==> src/rtl/cs_rot_pkg.sv <==
package cs_rot_pkg;

  typedef enum logic {
    PH_CAL  = 1'b0,
    PH_HOLD = 1'b1
  } phase_t;

  // successor of a slot index in a ring of n slots
  function automatic int unsigned ring_next(int unsigned cur, int unsigned n);
    return (cur + 1 >= n) ? 0 : cur + 1;
  endfunction

endpackage

==> src/rtl/cs_tick_timer.sv <==
module cs_tick_timer #(
  parameter int TW = 16
) (
  input  logic          clk,
  input  logic          rst_n,
  input  logic          restart,
  input  logic [TW-1:0] period,
  output logic          due
);
  logic [TW-1:0] cnt_q;
  logic [TW:0]   elapsed;

  // edges seen since the last restart, counting the coming one
  assign elapsed = {1'b0, cnt_q} + (TW+1)'(1);
  assign due     = elapsed >= {1'b0, period};

  always_ff @(posedge clk or negedge rst_n) begin
    if (!rst_n)                 cnt_q <= '0;
    else if (restart)           cnt_q <= '0;
    else if (cnt_q != {TW{1'b1}}) cnt_q <= cnt_q + TW'(1);
  end

  AST_TIMER_CLEARS: assert property (@(posedge clk) disable iff (!rst_n)
    restart |=> (cnt_q == '0));

endmodule

==> src/rtl/cs_phase_ctl.sv <==
module cs_phase_ctl
  import cs_rot_pkg::*;
#(
  parameter int N_SLOT = 33,
  parameter int SW     = 6
) (
  input  logic              clk,
  input  logic              rst_n,
  input  logic              cal_done,
  input  logic              due,
  output logic              adv,
  output logic              done_acc,
  output logic [SW-1:0]     cal_idx,
  output logic [SW-1:0]     nxt_idx,
  output logic [N_SLOT-1:0] cal_en,
  output logic [N_SLOT-1:0] slot_ok,
  output logic [SW-1:0]     div_idx,
  output logic              div_ok
);
  phase_t            phase_q;
  logic [SW-1:0]     cal_q;
  logic [N_SLOT-1:0] ok_q;
  logic [SW-1:0]     div_q;
  logic              div_ok_q;

  // named events for the checks below
  assign done_acc = (phase_q == PH_CAL)  && cal_done;
  assign adv      = (phase_q == PH_HOLD) && due;
  assign nxt_idx  = SW'(ring_next(32'(cal_q), N_SLOT));

  always_ff @(posedge clk or negedge rst_n) begin
    if (!rst_n) begin
      phase_q  <= PH_CAL;
      cal_q    <= SW'(N_SLOT - 1);
      div_q    <= '0;
      div_ok_q <= 1'b0;
    end else begin
      if (done_acc) begin
        phase_q  <= PH_HOLD;
        div_q    <= cal_q;
        div_ok_q <= 1'b1;
      end
      if (adv) begin
        phase_q <= PH_CAL;
        cal_q   <= nxt_idx;
      end
    end
  end

  for (genvar g = 0; g < N_SLOT; g++) begin : g_slot
    always_ff @(posedge clk or negedge rst_n) begin
      if (!rst_n)                            ok_q[g] <= 1'b0;
      else if (done_acc && cal_q == SW'(g))  ok_q[g] <= 1'b1;
      else if (adv && nxt_idx == SW'(g))     ok_q[g] <= 1'b0;
    end
    assign cal_en[g] = (phase_q == PH_CAL) && (cal_q == SW'(g));
  end

  assign cal_idx = cal_q;
  assign slot_ok = ok_q;
  assign div_idx = div_q;
  assign div_ok  = div_ok_q;

  AST_EN_ONEHOT: assert property (@(posedge clk) disable iff (!rst_n)
    $onehot0(cal_en));
  AST_DONE_DROPS_EN: assert property (@(posedge clk) disable iff (!rst_n)
    done_acc |=> (cal_en == '0) && slot_ok[cal_idx]);
  AST_CAL_NOT_OK: assert property (@(posedge clk) disable iff (!rst_n)
    (cal_en & slot_ok) == '0);
  AST_HANDOVER_OK: assert property (@(posedge clk) disable iff (!rst_n)
    adv |-> slot_ok[cal_idx]);
  AST_NO_ADV_IN_CAL: assert property (@(posedge clk) disable iff (!rst_n)
    (cal_en != '0) |-> !adv);
  AST_STEP_RING: assert property (@(posedge clk) disable iff (!rst_n)
    adv |=> (cal_idx == $past(nxt_idx)) && (cal_en != '0));
  AST_DIV_OK: assert property (@(posedge clk) disable iff (!rst_n)
    div_ok |-> slot_ok[div_idx]);

endmodule

==> src/rtl/cs_slot_map.sv <==
module cs_slot_map #(
  parameter int N_POS  = 32,
  parameter int N_SLOT = 33,
  parameter int SW     = 6
) (
  input  logic                clk,
  input  logic                rst_n,
  input  logic                adv,
  input  logic [SW-1:0]       out_idx,
  input  logic [SW-1:0]       in_idx,
  output logic [N_POS*SW-1:0] map_flat
);
  logic [SW-1:0]    map_q [N_POS];
  logic [N_POS-1:0] hit;

  for (genvar p = 0; p < N_POS; p++) begin : g_pos
    // this position is served by the slot about to leave service
    assign hit[p] = (map_q[p] == in_idx);

    always_ff @(posedge clk or negedge rst_n) begin
      if (!rst_n)            map_q[p] <= SW'(p);
      else if (adv && hit[p]) map_q[p] <= out_idx;
    end

    assign map_flat[p*SW +: SW] = map_q[p];

    AST_MAP_QUIET: assert property (@(posedge clk) disable iff (!rst_n)
      !adv |=> $stable(map_q[p]));
  end

  AST_ONE_OWNER: assert property (@(posedge clk) disable iff (!rst_n)
    adv |-> ($countones(hit) == 1));

endmodule

==> src/rtl/cs_cal_rotator.sv <==
module cs_cal_rotator #(
  parameter int N_POS = 32,
  parameter int TW    = 16,
  localparam int N_SLOT = N_POS + 1,
  localparam int SW     = $clog2(N_SLOT)
) (
  input  logic                clk,
  input  logic                rst_n,
  input  logic [TW-1:0]       tick_period,
  input  logic                cal_done,
  output logic [N_SLOT-1:0]   cal_en,
  output logic [SW-1:0]       cal_idx,
  output logic [N_POS*SW-1:0] pos_map,
  output logic [N_SLOT-1:0]   slot_ok,
  output logic [SW-1:0]       div_idx,
  output logic                div_ok
);
  logic          adv;
  logic          done_acc;
  logic          due;
  logic [SW-1:0] nxt_idx;

  cs_tick_timer #(.TW(TW)) u_timer (
    .clk     (clk),
    .rst_n   (rst_n),
    .restart (adv),
    .period  (tick_period),
    .due     (due)
  );

  cs_phase_ctl #(.N_SLOT(N_SLOT), .SW(SW)) u_ctl (
    .clk      (clk),
    .rst_n    (rst_n),
    .cal_done (cal_done),
    .due      (due),
    .adv      (adv),
    .done_acc (done_acc),
    .cal_idx  (cal_idx),
    .nxt_idx  (nxt_idx),
    .cal_en   (cal_en),
    .slot_ok  (slot_ok),
    .div_idx  (div_idx),
    .div_ok   (div_ok)
  );

  cs_slot_map #(.N_POS(N_POS), .N_SLOT(N_SLOT), .SW(SW)) u_map (
    .clk      (clk),
    .rst_n    (rst_n),
    .adv      (adv),
    .out_idx  (cal_idx),
    .in_idx   (nxt_idx),
    .map_flat (pos_map)
  );

  // a logical position fed by the slot under calibration
  logic [N_POS-1:0] clash;
  for (genvar p = 0; p < N_POS; p++) begin : g_clash
    assign clash[p] = (pos_map[p*SW +: SW] == cal_idx);
  end

  AST_NO_CAL_DRIVE: assert property (@(posedge clk) disable iff (!rst_n)
    clash == '0);
  AST_DONE_THEN_DIV: assert property (@(posedge clk) disable iff (!rst_n)
    done_acc |=> div_ok && (div_idx == cal_idx));

endmodule

==> config.mk <==
export PLATFORM = sky130hd
export DESIGN_NAME = cs_cal_rotator
export DESIGN_NICKNAME = d
export VERILOG_FILES = /design/src/rtl/cs_rot_pkg.sv /design/src/rtl/cs_tick_timer.sv /design/src/rtl/cs_phase_ctl.sv /design/src/rtl/cs_slot_map.sv /design/src/rtl/cs_cal_rotator.sv
export SDC_FILE = /design/constraint.sdc
export NUM_CORES = 1
export LEC_CHECK = 0
export ABC_AREA = 1
export BUFFER_PORTS_ARGS = -buffer_cell sky130_fd_sc_hd__buf_2
export CAP_MARGIN = 15
export CORE_UTILIZATION = 50
export CTS_CLUSTER_SIZE = 25
export DETAILED_ROUTE_END_ITERATION = 10
export PLACE_DENSITY_LB_ADDON = 0.05
export SYNTH_ARGS = -nofsm -noshare
export SYNTH_HDL_FRONTEND = slang
export SYNTH_HIERARCHICAL = 1
export SYNTH_SLANG_ARGS = --single-unit
==> constraint.sdc <==
create_clock -name clk -period 3.9 [get_ports clk]
set_clock_uncertainty 0.1 [all_clocks]
set_input_delay 0.585 -clock clk [delete_from_list [all_inputs] [get_ports clk]]
set_output_delay 0.585 -clock clk [all_outputs]
set_load 0.02 [all_outputs]
==> results by group <==
Setup path
  – Reg2reg start: u_timer/cnt_q[0]$_DFFE_PN0P_
  – R2R Setup Slk: 350 ps
  – FF-to-FF End: u_map/map_flat[73]$_DFFE_PN0P_
  – Worst EP arrival: 3910 ps
  – Data required, critical path: 4260 ps
  – Critical Path End Type: flop
  – CP Class: reg2reg
  – Worst reg-to-reg path cell count: 23
  – Largest fanout on the critical path: 34
  – CP Launch Type: flop

Layout
  – Layout area overhead: 17.2%
  – Final Cell Area: 18600 um2
  – # diodes: 0
  – Fin nets: 2682
  – Layout cells sized above 1: 0.215

Synth
  – Post-synth EDFFs: 0
  – Synth area leader: dfrtp_1
  – Register area share after synthesis: 0.408
  – Yosys reg bits: 255
  – Top cells by count, synth: 1110 x nand2_1, 262 x inv_1, 174 x dfrtp_1
  – Ys async rst share: 1.00
  – Post-Syn Instances: 2369
  – Synthesized area: 15900 um2
  – Syn Area/Cell: 6.71 um2
  – Yosys top cell area share: 0.274
  – Most numerous cell in the Yosys netlist: nand2_1
  – Syn_nets: 2410
  – Synth cell types: 41
  – Synth warnings: 6
  – Top FF cell, synth: dfrtp_1
  – Area contributors post-synth: dfrtp_1 27%, nand2_1 26%, dfstp_2 13%, inv_1 6.2%, nand3_1 4.9%

Min path
  – Hold path cells: 4
  – Hold Path End: u_ctl/phase_q$_DFFE_PN0P_
  – Hold Crit Start: cal_done
  – Worst hold path type: in2reg

GRT
  – First-pass GRT wire length: 81.5 mm
  – Initial antenna violation count: 0
  – Pin count of the biggest net entering global routing: 88
  – Global route overflow: 0
  – Number of global-route vias before repair: 15000
  – Total track usage: 0.315

Pwr
  – Power density over the cells: 546 nW/um2
  – Static leakage: 10.5 nW
  – IR Drop Worst-Case VDD: 0.423 mV

Floorplanning
  – Die area: 32500 um2
  – IO Pins: 290
  – Chip height: 180 um
  – # rows: 64
  – Core Box Area: 30900 um2
  – Initial Util: 0.514
  – Die X: 180 um

CTS
  – CTS sink count: 255
  – Skew-Pair Late Insertion Delay: 570 ps
  – Reg clk slew, reported paths: 60 ps
  – CTS tree: done
  – CTS Root Cell: clkbuf_16
  – H-tree depth: 1
  – Clock buffer count from CTS: 30
  – Clock buffer depth: 3

Detailed routing
  – Via count: 16000
  – Routed length per instance: 16.8 um
  – Post-route DRC violation count: 0
  – DRT Pass-1 Iters: 6
  – Antenna Nets Post-Route: 0
  – Detailed Route Iter0 Violations: 1183
  – Drt total wl: 51.5 mm
  – Drt via density: 5.24

STA
  – Period minus WS final: 3550 ps
  – Final period utilization: 0.910
  – Least-Margin Pin Slew: 996 ps
  – Fin. Hold Viols: 0
  – RSZ-0062 raised after global routing: false
  – # setup viols final: 0
  – Final slew viol count: 0
  – Setup tns final: 0 ps
  – Worst rel slew slack: 0.336
  – Max Fclk: 282 MHz

Job
  – Max Cap Viol: 0

Placement
  – Post-DP HPWL: 33.2 mm
  – GP Congestion: 0.907
  – Port Buffers: 289
  – DP Area: 17600 um2

Status
  – Status: complete, no violations
[placed cells by master (no fill, tap or decap), types with 30 or more instances in the layout]
| cell | netlist | final |
|---|---|---|
| nand3_1 | 155 | 155 |
| inv_1 | 262 | 258 |
| clkbuf_16 | 0 | 30 |
| buf_4 | 14 | 32 |
| a21oi_1 | 32 | 32 |
| buf_2 | 11 | 288 |
| dfstp_2 | 81 | 81 |
| dfrtp_1 | 174 | 169 |
| o21ai_0 | 81 | 81 |
| nand2_1 | 1110 | 1110 |
| nand4_1 | 33 | 33 |
| nor2_1 | 146 | 144 |
[kinds of logic (layout without fill, tap and decap cells)]
logic type	Yosys count	in the layout	synth area share
buffers and inverters	371	667	0.102
and+or+nand+nor	1572	1572	0.420
adders and majority gates	22	22	0.0173
xor gates and xnor gates	16	16	0.00882
AOI/OAI and AO/OA	133	133	0.0441
DFF	255	255	0.408
[report_power, final]
group | internal (mW) | switching [mW] | total [mW]
clock network | 1.58 | 1.12 | 2.71
logic | 1.13 | 3.36 | 4.49
registers | 2.79 | 0.169 | 2.96
total | 5.51 | 4.65 | 10.2
[area by class of cell]
| cell class | count | area, um2 |
|---|---|---|
| Clock inverter | 7 | 71.3 |
| Sequential cell | 255 | 6490 |
| Fill cell | 2976 | 12300 |
| Inverter | 285 | 1090 |
| Clock buffer | 49 | 872 |
| Multi-Input combinational cell | 1743 | 7820 |
| Timing Repair Buffer | 326 | 1790 |
| Tap cell | 396 | 495 |
[layer usage]
metal	GRT usage	wire length (um)	vias up
met2	0.517	23900	638
met1	0.423	21700	7477
met3	0.0574	4470	96
met5	0	0	-
li1	-	-	7827
met4	0.0995	1390	0
[critical path, cell delays in order, from the launching register on]
cell and delay, ps:
dfrtp_1 410, ha_1 190, nand2_1 80, nor2_2 160, nand2_2 130, xnor2_1 170, ha_1 300, nand2_1 80
nor2_2 200, nand3_1 100, nor2_1 110, nor2_1 50, nand2_1 60, nor2_1 40, nand2_1 70, nand2_1 80
inv_2 140, inv_6 150, nor2_1 150, nand2_1 70, nor2_2 270, nand2_2 170, nand2_1 90, nand2_1 50
[worst max path at each step]
stage                                             from  cells past startpoint                               to
after floorplan           u_timer/cnt_q[0]$_DFFE_PN0P_                     27  u_map/map_flat[152]$_DFFE_PN0P_
after global placement    u_timer/cnt_q[0]$_DFFE_PN0P_                     23   u_map/map_flat[29]$_DFFE_PN0P_
after detailed placement  u_timer/cnt_q[0]$_DFFE_PN0P_                     23  u_map/map_flat[120]$_DFFE_PN0P_
after CTS                 u_timer/cnt_q[0]$_DFFE_PN0P_                     23   u_map/map_flat[34]$_DFFE_PN0P_
after global routing      u_timer/cnt_q[0]$_DFFE_PN0P_                     26   u_map/map_flat[77]$_DFFE_PN0P_
final                     u_timer/cnt_q[0]$_DFFE_PN0P_                     23   u_map/map_flat[73]$_DFFE_PN0P_
[sequential cells by signal, indices dropped and copies added (netlist names)]
register and count:
u_map/map_flat 192, u_timer/cnt_q 16, u_ctl/phase_q 1, u_ctl/slot_ok 33, u_ctl/cal_idx 6, u_ctl/div_ok 1, u_ctl/div_idx 6
[per-stage QoR]
stage	setup WS (ps)	instances	utilization	hold WS, ps	total power [mW]
global route	29.8	3061	0.602	381	10.8
global placement	85.2	3004	0.570	349	7.32
floorplan	621	2369	-	189	6.17
finish	350	3061	0.602	359	10.2
CTS	12.8	3061	0.601	340	10.1
detailed placement	4.71	3004	0.570	350	7.40
[timing repair]
action / 4_1_cts / 5_1_grt
hold endpoints to repair: 50 / 0
endpoints found under the setup margin: 0 / 192
setup buffers: 0 / 0
hold buffers: 1 / 0
gates resized for setup: 0 / 13
Power figures use the tool's default switching activity.
